[src/rtl/spi_fp_pkg.sv]
package spi_fp_pkg;
  typedef enum logic {
    SEL_STATUS = 1'b0,
    SEL_DATA   = 1'b1
  } reg_sel_e;

  // clear fires only when a data read lands on an armed sequence
  function automatic logic clear_fires(input logic armed, input logic rd_data);
    return armed && rd_data;
  endfunction

  // arming needs a status read while at least one flag is up
  function automatic logic arm_fires(input logic rd_stat, input logic tc, input logic wcol);
    return rd_stat && (tc || wcol);
  endfunction
endpackage

[src/rtl/spi_fp_sync.sv]
module spi_fp_sync #(
  parameter int              W       = 1,
  parameter logic [W-1:0]    RST_VAL = '0
) (
  input  logic         clk,
  input  logic         rst_n,
  input  logic [W-1:0] d,
  output logic [W-1:0] q
);
  logic [W-1:0] meta;

  always_ff @(posedge clk or negedge rst_n) begin
    if (!rst_n) begin
      meta <= RST_VAL;
      q    <= RST_VAL;
    end else begin
      meta <= d;
      q    <= meta;
    end
  end
endmodule

[src/rtl/spi_fp_engine.sv]
module spi_fp_engine #(
  parameter int DW   = 8,
  parameter int HALF = 4
) (
  input  logic          clk,
  input  logic          rst_n,
  input  logic          is_master,
  input  logic          wr_req,
  input  logic [DW-1:0] wr_byte,
  input  logic          sck_s,
  input  logic          ss_s,
  input  logic          sdi_m,
  input  logic          sdi_s,
  output logic          busy,
  output logic          done,
  output logic [DW-1:0] rx_byte,
  output logic          sdo,
  output logic          sck_o
);
  localparam int CW   = $clog2(DW + 1);
  localparam int DIVW = (HALF > 1) ? $clog2(HALF) : 1;
  localparam logic [DIVW-1:0] DIV_MAX = DIVW'(HALF - 1);
  localparam logic [CW-1:0]   LAST_IX = CW'(DW - 1);

  logic [DW-1:0]   sr;
  logic [CW-1:0]   bcnt;
  logic [DIVW-1:0] div;
  logic            rx_bit, sck_q, sck_prev;

  // named internal events
  logic m_tick, rise_evt, fall_evt, load_ok;

  assign m_tick   = is_master && busy && (div == DIV_MAX);
  assign rise_evt = is_master ? (m_tick && !sck_q) : (!ss_s && sck_s && !sck_prev);
  assign fall_evt = is_master ? (m_tick && sck_q)  : (!ss_s && !sck_s && sck_prev);
  assign done     = fall_evt && (bcnt == LAST_IX);
  assign load_ok  = wr_req && !busy;
  assign rx_byte  = {sr[DW-2:0], rx_bit};
  assign sdo      = sr[DW-1];
  assign sck_o    = is_master && sck_q;

  always_ff @(posedge clk or negedge rst_n) begin
    if (!rst_n) begin
      sr       <= '0;
      bcnt     <= '0;
      div      <= '0;
      rx_bit   <= 1'b0;
      sck_q    <= 1'b0;
      sck_prev <= 1'b0;
      busy     <= 1'b0;
    end else begin
      sck_prev <= sck_s;
      if (is_master && busy) div <= (div == DIV_MAX) ? '0 : div + DIVW'(1);
      if (load_ok) begin
        sr <= wr_byte;
        if (is_master) begin
          busy  <= 1'b1;
          div   <= '0;
          sck_q <= 1'b0;
          bcnt  <= '0;
        end
      end
      if (rise_evt) begin
        rx_bit <= is_master ? sdi_m : sdi_s;
        if (is_master) sck_q <= 1'b1;
        else           busy  <= 1'b1;
      end
      if (fall_evt) begin
        sr   <= rx_byte;
        bcnt <= done ? '0 : bcnt + CW'(1);
        if (is_master) sck_q <= 1'b0;
        if (done)      busy  <= 1'b0;
      end
      if (!is_master && ss_s) begin
        busy <= 1'b0;
        bcnt <= '0;
      end
    end
  end

  a_r5_inflight_kept: assert property (@(posedge clk) disable iff (!rst_n)
    (wr_req && busy && !fall_evt) |=> $stable(sr));
  a_r7_idle_sck_low: assert property (@(posedge clk) disable iff (!rst_n)
    (is_master && !busy) |-> !sck_o);
  a_r9_deselect_resets: assert property (@(posedge clk) disable iff (!rst_n)
    (!is_master && ss_s) |=> (bcnt == '0 && !busy));
  a_r8_count_bound: assert property (@(posedge clk) disable iff (!rst_n)
    bcnt < CW'(DW));
endmodule

[src/rtl/spi_fp_flags.sv]
module spi_fp_flags
  import spi_fp_pkg::*;
#(
  parameter int DW = 8
) (
  input  logic          clk,
  input  logic          rst_n,
  input  logic          rd_stat,
  input  logic          rd_data,
  input  logic          wr_stat,
  input  logic          wr_data,
  input  logic          busy,
  input  logic          done,
  input  logic [DW-1:0] rx_byte,
  output logic          tc,
  output logic          wcol,
  output logic [DW-1:0] rbuf
);
  logic armed;
  logic any_acc, arm_now, clr_now, coll_now;

  assign any_acc  = rd_stat || rd_data || wr_stat || wr_data;
  assign arm_now  = arm_fires(rd_stat, tc, wcol);
  assign clr_now  = clear_fires(armed, rd_data);
  assign coll_now = wr_data && busy;

  always_ff @(posedge clk or negedge rst_n) begin
    if (!rst_n) begin
      tc    <= 1'b0;
      wcol  <= 1'b0;
      armed <= 1'b0;
      rbuf  <= '0;
    end else begin
      if (done)         tc <= 1'b1;
      else if (clr_now) tc <= 1'b0;
      if (coll_now)     wcol <= 1'b1;
      else if (clr_now) wcol <= 1'b0;
      if (arm_now)      armed <= 1'b1;
      else if (any_acc) armed <= 1'b0;
      if (done)         rbuf <= rx_byte;
    end
  end

  a_r1_done_sets_tc: assert property (@(posedge clk) disable iff (!rst_n)
    done |=> tc);
  a_r1_rbuf_latched: assert property (@(posedge clk) disable iff (!rst_n)
    done |=> (rbuf == $past(rx_byte)));
  a_r5_collision_sets: assert property (@(posedge clk) disable iff (!rst_n)
    (wr_data && busy) |=> wcol);
  a_r4_write_keeps_wcol: assert property (@(posedge clk) disable iff (!rst_n)
    (wr_data && wcol) |=> wcol);
  a_r2_armed_read_clears: assert property (@(posedge clk) disable iff (!rst_n)
    (rd_data && armed && !done) |=> (!tc && !wcol));
  a_r6_unarmed_read_keeps: assert property (@(posedge clk) disable iff (!rst_n)
    (rd_data && !armed && tc) |=> tc);
endmodule

[src/rtl/spi_flagged_port.sv]
module spi_flagged_port
  import spi_fp_pkg::*;
#(
  parameter int DW       = 8,
  parameter int SCK_HALF = 4
) (
  input  logic          clk,
  input  logic          rst_n,
  input  logic          is_master,
  input  logic          reg_sel,
  input  logic          reg_wr,
  input  logic          reg_rd,
  input  logic [DW-1:0] reg_wdata,
  output logic [DW-1:0] reg_rdata,
  output logic          sck_o,
  input  logic          sck_i,
  output logic          mosi_o,
  input  logic          mosi_i,
  output logic          miso_o,
  input  logic          miso_i,
  output logic          miso_oe,
  input  logic          ss_n_i
);
  logic rd_stat, rd_data, wr_stat, wr_data;
  logic sck_s, ss_s, mosi_s;
  logic busy, done, sdo, tc, wcol;
  logic [DW-1:0] rx_byte, rbuf, stat_word;

  // one access per cycle: a write wins over a read
  assign wr_stat = reg_wr && (reg_sel == SEL_STATUS);
  assign wr_data = reg_wr && (reg_sel == SEL_DATA);
  assign rd_stat = reg_rd && !reg_wr && (reg_sel == SEL_STATUS);
  assign rd_data = reg_rd && !reg_wr && (reg_sel == SEL_DATA);

  spi_fp_sync #(.W(3), .RST_VAL(3'b010)) u_sync (
    .clk(clk), .rst_n(rst_n),
    .d({sck_i, ss_n_i, mosi_i}),
    .q({sck_s, ss_s, mosi_s})
  );

  spi_fp_engine #(.DW(DW), .HALF(SCK_HALF)) u_eng (
    .clk(clk), .rst_n(rst_n), .is_master(is_master),
    .wr_req(wr_data), .wr_byte(reg_wdata),
    .sck_s(sck_s), .ss_s(ss_s), .sdi_m(miso_i), .sdi_s(mosi_s),
    .busy(busy), .done(done), .rx_byte(rx_byte), .sdo(sdo), .sck_o(sck_o)
  );

  spi_fp_flags #(.DW(DW)) u_flags (
    .clk(clk), .rst_n(rst_n),
    .rd_stat(rd_stat), .rd_data(rd_data), .wr_stat(wr_stat), .wr_data(wr_data),
    .busy(busy), .done(done), .rx_byte(rx_byte),
    .tc(tc), .wcol(wcol), .rbuf(rbuf)
  );

  assign stat_word = {tc, wcol, {(DW-2){1'b0}}};
  assign reg_rdata = (reg_sel == SEL_DATA) ? rbuf : stat_word;
  assign mosi_o    = is_master && sdo;
  assign miso_o    = !is_master && sdo;
  assign miso_oe   = !is_master && !ss_s;

  a_r9_unselected_released: assert property (@(posedge clk) disable iff (!rst_n)
    (!is_master && $past(ss_n_i) && ss_n_i && $past(ss_n_i, 2)) |=> !miso_oe);
endmodule

[config.mk]
export PLATFORM = sky130hd
export DESIGN_NAME = spi_flagged_port
export DESIGN_NICKNAME = d
export VERILOG_FILES = /design/src/rtl/spi_fp_pkg.sv /design/src/rtl/spi_fp_sync.sv /design/src/rtl/spi_fp_engine.sv /design/src/rtl/spi_fp_flags.sv /design/src/rtl/spi_flagged_port.sv
export SDC_FILE = /design/constraint.sdc
export NUM_CORES = 1
export LEC_CHECK = 0
export BUFFER_PORTS_ARGS = -buffer_cell sky130_fd_sc_hd__buf_2
export CELL_PAD_IN_SITES_DETAIL_PLACEMENT = 1
export CELL_PAD_IN_SITES_GLOBAL_PLACEMENT = 1
export CORE_MARGIN = 5
export CORE_UTILIZATION = 43
export CTS_CLUSTER_DIAMETER = 150
export CTS_CLUSTER_SIZE = 10
export DETAILED_ROUTE_END_ITERATION = 12
export PLACE_DENSITY = 0.9
export SLEW_MARGIN = 20
export SYNTH_ARGS = -nofsm -noshare
export SYNTH_HDL_FRONTEND = slang
export SYNTH_SLANG_ARGS = --single-unit
[constraint.sdc]
create_clock -name clk -period 2 [get_ports clk]
set_input_delay 0.2 -clock clk [delete_from_list [all_inputs] [get_ports clk]]
set_output_delay 0.2 -clock clk [all_outputs]
set_load 0.05 [all_outputs]
==> out/results.ini, run 1 <==
[clock_network]
max-clock-path-buffers = 2
cts.sinks = 35
ctsResizeCount = 0
cts_tree = done
h-tree-depth = 2
root_buffer = clkbuf_8
clk_latency_ns = 0.28
postCtsHoldBufs = 0
clkTransAtPathRegs_ns = 0.07
post_cts_buffers = 0
cts_buffers = 5

[drt]
highest_layer = met4
first_iter_violations = 64
ant_nets = 0
wl_per_cell_um = 17.3
dr.pass1.iters = 4
vias = 1149
met2_wirelength_um = 1980
via_per_inst = 5.32
drt-total-wl_um = 3740
met3_length_um = 120
drc = 0
met1_length_um = 1520

[setup_path]
end_kind = flip-flop
worstPathArrival_ns = 1.96
critPathRequiredTime_ns = 2.17
path_class = flip-flop to flip-flop
cp-start-kind = flip-flop
crit_fanout = 22

[die]
start_util = 0.437
rows = 22
dieArea_sq_mm = 0.00501
pin_count = 30
die_x_um = 70.8
fp.dieH_um = 70.8
core_sq_mm = 0.00363

[synthesis]
seq_area_frac_synth = 0.553
netlist_area_sq_mm = 0.00159
ys_types = 30
ys_ff_latch = 35
synth_nets = 156
synthCells = 136
avgSynthCellArea_sq_um = 11.7
yosysWarnings = 0

[final_layout]
final_common_cell = dfrtp_1
fin_cells = 216
multiInputGateArea_sq_um = 672
drive_above_1_share = 0.315
n_antenna_cell = 0
nets = 187
area_delta_synth_final_pct = 17.5
final_cell_area_sq_mm = 0.00187
seqCellArea_sq_um = 878
final_cell_mix = 33 x dfrtp_1, 29 x buf_2, 16 x nand2_1, 13 x o21ai_0, 11 x mux2_2
fill_cells = 403

[place]
place_hpwl_um = 2760
io_buffers = 29
gp_congestion = 0.832
dp_cells = 208
place_area_sq_mm = 0.00177

[sta]
worstMarginPinSlew_ns = 0.768
setup_tns_ns = 0
clock_skew_ns = 0.00361
min_period_over_period = 0.898
slew_violations = 0
slew_headroom = 0.488
hold_viol = 33
fmax_ghz = 0.557
timing.hold.ws_ns = -0.0160
timing.final.crit_period_ns = 1.80
rsz0062_at_grt = false
finalSetupViolations = 0

[grt]
antenna_found_initial = 0
overflow = 0
grt_pass1_wl_um = 6420
grt_pass1_vias = 1269
grt_usage = 0.164
grt_max_degree = 36

[pwr]
leakagePower_nw = 0.957
total_power_mw = 1.69
p_per_area_mw_per_mm2 = 906
ir_drop_uv = 488

[run]
drv_cap = 0

[run_status]
violations = hold timing
status = finished with violations

[hold_path]
hold_path.class = primary input to async pin

cell type report:
| class | instances | area share |
|---|---|---|
| clock buffers | 8 | 0.0536 |
| inverters | 1 | 0.00201 |
| flip-flops and latches | 35 | 0.471 |
| repair buffers | 30 | 0.0818 |
| well taps | 48 | 0.0322 |
| multi-input cells | 94 | 0.360 |
cells in the mapped netlist (all sizes together):
cell | n | area [sq um]
a221o | 1 | 10.0
nand4 | 1 | 21.3
and3b | 1 | 8.76
dfrtp | 33 | 826
a22o | 2 | 17.5
buf | 3 | 23.8
nand3 | 2 | 10.0
inv | 1 | 3.75
and2 | 8 | 50.1
nand2 | 16 | 60.1
a32o | 1 | 10.0
a21oi | 3 | 15.0
mux2 | 11 | 124
a21o | 3 | 30.0
nor2b | 6 | 37.5
o21ai | 13 | 65.1
or3 | 2 | 12.5
dfstp | 2 | 52.6
and4 | 1 | 11.3
a21boi | 2 | 15.0
nand3b | 2 | 15.0
ha | 2 | 25.0
nor2 | 5 | 18.8
clkbuf | 3 | 11.3
a31oi | 1 | 6.26
mux2i | 10 | 100
nand4b | 1 | 8.76
critical path: stages (launching register included):
cell,delay [ns]
dfrtp_1,0.41
ha_1,0.26
and4_4,0.17
a21o_4,0.26
nand4_4,0.20
mux2_2,0.37
through the flow:
| stage | util | worst slack, ns |
|---|---|---|
| 6_report | 0.514 | 0.204 |
| 3_5_place_dp | 0.486 | 0.191 |
| 2_1_floorplan | - | 0.0879 |
| 4_1_cts | 0.514 | 0.212 |
| 3_3_place_gp | 0.486 | 0.319 |
| 5_1_grt | 0.514 | 0.119 |
logic make-up (layout without fill, tap and decap cells):
logic type               after synthesis  count (layout)  share of synthesized area
buffers and inverters                  7              39                     0.0244
multiplexers                          21              21                      0.141
flip-flops                            35              35                      0.553
AO/OA/AOI/OAI                         26              26                      0.106
AND/OR/NAND/NOR                       45              45                      0.160
adder cells (fa/ha/maj)                2               2                     0.0157
per-layer routing:
| metal | global-route usage | vias to the layer above |
|---|---|---|
| li1 | - | 539 |
| met4 | 0.0877 | 0 |
| met3 | 0.0341 | 8 |
| met1 | 0.190 | 582 |
| met5 | 0 | - |
| met2 | 0.284 | 20 |
power by group:
part	leakage, nW	total [mW]	switching [mW]	internal [mW]
combinational	0.457	0.260	0.154	0.105
clock	0.0515	0.558	0.244	0.314
sequential	0.448	0.873	0.0790	0.794
sequential cells by signal, summed over array words and instances (netlist names), named ones only:
register,count
u_eng.rx_bit,1
u_flags.tc,1
u_eng.sr,8
u_sync.meta,3
u_eng.sck_prev,1
u_sync.q,3
u_eng.busy,1
u_eng.bcnt,4
u_flags.wcol,1
u_flags.armed,1
u_flags.rbuf,8
worst paths after layout:
path	from	end	slack [ns]	cells after the start
worst min-delay path	rst_n	u_flags.rbuf[6]	-0.02	1
max in group asynchronous	rst_n	u_sync.meta[2]	1.53	1
worst max-delay path	flip-flop	u_flags.rbuf[1]	0.20	5
min in group clk	ss_n_i	u_sync.meta[1]	0.02	1
worst max register to register	flip-flop	u_flags.rbuf[1]	0.20	5
worst min register to register	u_sync.meta[2]	u_sync.q[2]	0.35	0
(Power assumes the default switching activity.)
==> inputs of run 2 (changes only) <==
--- a/config.mk
+++ b/config.mk
@@ -8,12 +8,12 @@
 export BUFFER_PORTS_ARGS = -buffer_cell sky130_fd_sc_hd__buf_2
 export CELL_PAD_IN_SITES_DETAIL_PLACEMENT = 1
 export CELL_PAD_IN_SITES_GLOBAL_PLACEMENT = 1
-export CORE_MARGIN = 5
+export CORE_MARGIN = 2
 export CORE_UTILIZATION = 43
 export CTS_CLUSTER_DIAMETER = 150
 export CTS_CLUSTER_SIZE = 10
 export DETAILED_ROUTE_END_ITERATION = 12
-export PLACE_DENSITY = 0.9
+export PLACE_DENSITY = 0.8
 export SLEW_MARGIN = 20
 export SYNTH_ARGS = -nofsm -noshare
 export SYNTH_HDL_FRONTEND = slang
==> run 2 against run 1 <==
Compared with the run above: the flow still finishes with violations (hold timing); final cell count stayed put; sequential cell count stayed put; first-iteration DRC count is 67% lower; combinational power is 4% lower; clock skew is 0.0037 ns higher; final area is 1.1% lower; wire length is 14% lower; critical path depth stayed put.
==> out/results.ini, run 2 (synthesized netlist as in run 1, its figures left out) <==
[place]
gp_congestion = 0.750  ; -9.8%
io_buffers = 29  ; unchanged
place_hpwl_um = 2340  ; -15%
dp_cells = 208  ; unchanged

[drt]
via_per_inst = 5.21  ; -2.1%
wl_per_cell_um = 14.9  ; -14%
drt-total-wl_um = 3220  ; -14%
drc = 0  ; unchanged
ant_nets = 0  ; unchanged
first_iter_violations = 21  ; -67%
dr.pass1.iters = 2  ; -2
vias = 1125  ; -2.1%

[setup_path]
worstPathArrival_ns = 1.97  ; about the same
regToRegSetupSlack_ns = 0.20  ; about the same
critPathCapture = u_flags.rbuf[4]
max_stage_delay_ns = 0.38  ; -0.03 ns
cp-start-kind = flip-flop
path_class = flip-flop to flip-flop
end_kind = flip-flop
crit_fanout = 22  ; unchanged
critPathRequiredTime_ns = 2.17  ; about the same
r2r_end = u_flags.rbuf[4]
critical-path-slowest-cell = dfrtp_1
path_cells = ha_1 -> and4_4 -> a21o_4 -> nand4_4 -> mux2_2
worstRegToRegCells = 5  ; unchanged

[grt]
grt_pass1_vias = 1202  ; -5.3%
antenna_found_initial = 0  ; unchanged
grt_pass1_wl_um = 5330  ; -17%
grt_usage = 0.172  ; +0.00729
overflow = 0  ; unchanged
grt_max_degree = 36  ; unchanged

[die]
dieArea_sq_mm = 0.00420  ; -16%
fp.dieH_um = 64.8  ; -8.5%
rows = 22  ; unchanged
core_sq_mm = 0.00361  ; -0.76%
pin_count = 30  ; unchanged
die_x_um = 64.8  ; -8.5%
start_util = 0.441  ; +0.00334

[run]
drv_cap = 0  ; unchanged

[final_layout]
nets = 187  ; unchanged
drive_above_1_share = 0.304  ; -0.0119
fill_cells = 413  ; +2.5%
final_common_cell = dfrtp_1
fin_cells = 216  ; unchanged
n_antenna_cell = 0  ; unchanged
largestRegisters = u_eng.sr x8, u_flags.rbuf x8, u_eng.bcnt x4
area_delta_synth_final_pct = 16.2
final_cell_mix = 33 x dfrtp_1, 29 x buf_2, 16 x nand2_1, 13 x o21ai_0, 11 x mux2_2

[pwr]
ir_drop_uv = 536  ; +9.6%
leakagePower_nw = 0.945  ; -1.3%
p_per_area_mw_per_mm2 = 865  ; -4.5%

[clock_network]
cts.sinks = 35  ; unchanged
h-tree-depth = 2  ; unchanged
cts_tree = done
max-clock-path-buffers = 2  ; unchanged
clk_latency_ns = 0.28  ; about the same
ctsResizeCount = 0  ; unchanged
post_cts_buffers = 0  ; unchanged
root_buffer = clkbuf_8
postCtsHoldBufs = 0  ; unchanged
cts_buffers = 5  ; unchanged
clkTransAtPathRegs_ns = 0.07  ; about the same

[sta]
fmax_ghz = 0.556  ; -0.14%
slew_headroom = 0.495  ; +0.00697
clock_skew_ns = 0.00734  ; +0.00373 ns
rsz0062_at_grt = false
hold_viol = 21  ; -36%
min_period_over_period = 0.899  ; +0.00127
setup_tns_ns = 0  ; unchanged
finalSetupViolations = 0  ; unchanged
worstMarginPinSlew_ns = 0.757  ; -0.0105 ns
slew_violations = 0  ; unchanged
timing.hold.ws_ns = -0.0191  ; -0.00309 ns
timing.final.crit_period_ns = 1.80  ; +0.00254 ns

[hold_path]
hold_path.class = primary input to async pin

[run_status]
violations = hold timing
status = finished with violations

-- run 2: cell types whose count changed in the layout (fill, tap and decap cells not counted) --
cell,previous run,this run
clkbuf_8,7,5
clkbuf_1,1,3
-- run 2: power breakdown --
part           internal (mW)  leakage [nW]  switching (mW)  total, mW
logic                  0.103         0.457           0.145      0.249
registers              0.794         0.448          0.0770      0.871
clock network          0.247        0.0395           0.231      0.478
total                   1.14         0.945           0.453       1.60
-- run 2: cell type report --
type                       instances  area, sq um  area share
clock buffer                       8         80.1      0.0434
inverter                           1         3.75     0.00203
multi-input combinational         94          672       0.364
sequential                        35          878       0.476
timing repair buffer              30          153      0.0827
tap                               48         60.1      0.0325
-- run 2: per-stage QoR --
step | util | cell area, sq um | setup WS [ns] | total power [mW]
after floorplan | - | 1590 | 0.0879 | 1.04
after global placement | 0.490 | 1770 | 0.320 | 1.11
after detailed placement | 0.490 | 1770 | 0.218 | 1.14
after CTS | 0.512 | 1850 | 0.211 | 1.62
after global routing | 0.512 | 1850 | 0.0840 | 1.69
final | 0.512 | 1850 | 0.202 | 1.60
-- run 2: per-layer routing --
layer,routed length [um],share of wire,up-vias,track usage
li1,-,-,540,-
met3,125,0.039,10,0.0417
met5,0,0,-,0
met1,1430,0.44,554,0.210
met4,78,0.024,0,0.0878
met2,1590,0.49,21,0.282
-- run 2: worst min-delay path by stage --
stage / startpoint / end / slack [ns] / depth (start not counted)
final: rst_n / u_flags.tc / -0.02 / 1
after global routing: ss_n_i / u_sync.meta[1] / 0.006 / 1
after CTS: rst_n / u_flags.rbuf[4] / 0.01 / 1
after detailed placement: ss_n_i / u_sync.meta[1] / 0.31 / 1
after global placement: rst_n / u_flags.armed / 0.30 / 1
after floorplan: rst_n / async pin / -0.1 / 0
-- run 2: worst max-delay path, delay by kind of cell, from the launching register on --
| kind | cells | cell delay (ns) |
|---|---|---|
| compound gates | 1 | 0.22 |
| fa+ha+maj | 1 | 0.24 |
| flops | 1 | 0.38 |
| mux | 1 | 0.34 |
| simple gates | 2 | 0.50 |
==> inputs of run 3 (changes only) <==
--- a/config.mk
+++ b/config.mk
@@ -13,7 +13,7 @@
 export CTS_CLUSTER_DIAMETER = 150
 export CTS_CLUSTER_SIZE = 10
 export DETAILED_ROUTE_END_ITERATION = 12
-export PLACE_DENSITY = 0.8
+export PLACE_DENSITY = 0.83
 export SLEW_MARGIN = 20
 export SYNTH_ARGS = -nofsm -noshare
 export SYNTH_HDL_FRONTEND = slang
==> run 3 against run 2 <==
Compared with the run above: the run still ends with hold timing left; final area up 1.6%; clock skew down 0.0029 ns; combinational power increased by 2%; utilization is 0.83 points higher; critical path depth did not move; final cell count grew 0.46%; via count decreased by 0.27%; global-route usage rose by 1.3 points; register-to-register slack improved by 0.04 ns; non-clock buffer count rose by 1; critical path type unchanged.
==> out/results.ini, run 3 (synthesized netlist as in run 1, its figures left out) <==
[run_status]
status = finished with violations
violations = hold timing

[final_layout]
final_cell_area_sq_mm = 0.00188  ; +1.6%
seqCellArea_sq_um = 878  ; unchanged
area_delta_synth_final_pct = 18.1
final_cell_mix = 33 x dfrtp_1, 29 x buf_2, 16 x nand2_1, 13 x o21ai_0, 11 x mux2_2
final_common_cell = dfrtp_1
nets = 188  ; +0.53%
final_util = 0.520  ; +0.00833
fill_cells = 410  ; -0.73%
largestRegisters = u_eng.sr x8, u_flags.rbuf x8, u_eng.bcnt x4
drive_above_1_share = 0.314  ; +0.0100
n_antenna_cell = 0  ; unchanged
multiInputGateArea_sq_um = 672  ; unchanged

[die]
start_util = 0.441  ; unchanged
core_sq_mm = 0.00361  ; unchanged
dieArea_sq_mm = 0.00420  ; unchanged
rows = 22  ; unchanged
pin_count = 30  ; unchanged
fp.dieH_um = 64.8  ; unchanged
die_x_um = 64.8  ; unchanged

[setup_path]
path_class = flip-flop to flip-flop
crit_fanout = 22  ; unchanged
cp-start-kind = flip-flop
r2r_end = u_flags.rbuf[2]
critPathCapture = u_flags.rbuf[2]
critPathRequiredTime_ns = 2.16  ; about the same
worstRegToRegCells = 5  ; unchanged
end_kind = flip-flop
regToRegSetupSlack_ns = 0.24  ; +0.04 ns
worstPathArrival_ns = 1.92  ; -0.05 ns

[clock_network]
h-tree-depth = 2  ; unchanged
cts_buffers = 5  ; unchanged
max-clock-path-buffers = 2  ; unchanged
cts.sinks = 35  ; unchanged
clkTransAtPathRegs_ns = 0.07  ; about the same
clk_latency_ns = 0.28  ; about the same
root_buffer = clkbuf_8
post_cts_buffers = 0  ; unchanged
cts_tree = done

[grt]
grt_usage = 0.185  ; +0.0129
antenna_found_initial = 0  ; unchanged
grt_pass1_wl_um = 5820  ; +9.2%
overflow = 0  ; unchanged
grt_max_degree = 36  ; unchanged
grt_pass1_vias = 1208  ; +0.50%

[pwr]
p_per_area_mw_per_mm2 = 890  ; +2.9%
power_frac_clock = 0.328  ; +0.029
combPwrFrac = 0.153  ; -0.003
p_sw_mw = 0.458  ; +1.1%
swShare = 0.274  ; -0.00946
ir_drop_uv = 546  ; +2.0%
leakagePower_nw = 0.961  ; +1.7%
seqPwrFrac = 0.520  ; -0.025
internal_power_mw = 1.21  ; +5.9%

[sta]
fmax_ghz = 0.569  ; +2.3%
finalSetupViolations = 0  ; unchanged
slew_headroom = 0.484  ; -0.0113
worstMarginPinSlew_ns = 0.774  ; +0.0170 ns
slew_violations = 0  ; unchanged
min_period_over_period = 0.878  ; -0.0206
hold_viol = 7  ; -67%
clock_skew_ns = 0.00444  ; -0.00289 ns
rsz0062_at_grt = false
setup_tns_ns = 0  ; unchanged
timing.final.crit_period_ns = 1.76  ; -0.0413 ns
timing.hold.ws_ns = -0.00638  ; +0.0127 ns

[place]
place_hpwl_um = 2480  ; +6.2%
gp_congestion = 0.708  ; -5.7%
io_buffers = 29  ; unchanged
place_area_sq_mm = 0.00177  ; unchanged

[drt]
drt-total-wl_um = 3360  ; +4.2%
drc = 0  ; unchanged
wl_per_cell_um = 15.5  ; +3.7%
met1_length_um = 1410  ; -1.6%
via_per_inst = 5.17  ; -0.73%
met2_wirelength_um = 1800  ; +13%
vias = 1122  ; -0.27%
first_iter_violations = 37  ; +76%
met3_length_um = 115  ; -8.0%
highest_layer = met4
dr.pass1.iters = 4  ; +2
ant_nets = 0  ; unchanged

[run]
drv_cap = 0  ; unchanged

[hold_path]
hold_path.class = primary input to async pin

[run 3: changes by cell type in the layout (fill, tap and decap cells not counted), sizes merged]
cell         previous run  this run
dlygate4sd3             0         1
[run 3: worst min-delay path by stage]
stage	start	endpoint	slack [ns]	cells past startpoint
finish	rst_n	u_sync.meta[0]	-0.006	1
global route	sck_i	u_sync.meta[2]	0.003	1
CTS	ss_n_i	u_sync.meta[1]	0.006	1
detailed placement	ss_n_i	u_sync.meta[1]	0.31	1
global placement	rst_n	u_sync.meta[0]	0.30	1
floorplan	rst_n	async pin	-0.1	0
[run 3: area by class of cell]
| type | instances | share of cell area |
|---|---|---|
| Sequential cell | 35 | 0.468 |
| Multi-Input combinational cell | 94 | 0.358 |
| Timing Repair Buffer | 31 | 0.0867 |
| Clock buffer | 8 | 0.0533 |
| Tap cell | 48 | 0.0320 |
| Inverter | 1 | 0.00200 |
[run 3: layer usage]
metal	up-vias	GRT usage
li1	540	-
met1	560	0.211
met2	17	0.332
met3	5	0.0573
met4	0	0.0479
met5	-	0
[run 3: timing repair]
action / 4_1_cts / 5_1_grt
hold endpoints to repair: 0 / 1
gates resized for setup: 0 / 0
hold buffers: 0 / 1
[run 3: power groups by stage]
stage          Clock (mW)  Combinational [mW]  Sequential [mW]
5_1_grt             0.611               0.287            0.879
6_report            0.548               0.255            0.868
2_1_floorplan           0               0.188            0.851
3_3_place_gp            0               0.239            0.872
3_5_place_dp            0               0.258            0.881
4_1_cts             0.565               0.259            0.869
[run 3: per-stage QoR]
stage | setup slack (ns) | power (mW) | instances
global route | 0.179 | 1.78 | 217
CTS | 0.241 | 1.69 | 216
global placement | 0.312 | 1.11 | 208
detailed placement | 0.256 | 1.14 | 208
floorplan | 0.0879 | 1.04 | 136
finish | 0.243 | 1.67 | 217
[run 3: worst max-delay path, stage by stage, from the launching register on]
cell and delay (ns):
dfrtp_1 0.40, ha_1 0.25, and4_4 0.17, a21o_4 0.26, nand4_4 0.20, mux2_2 0.36
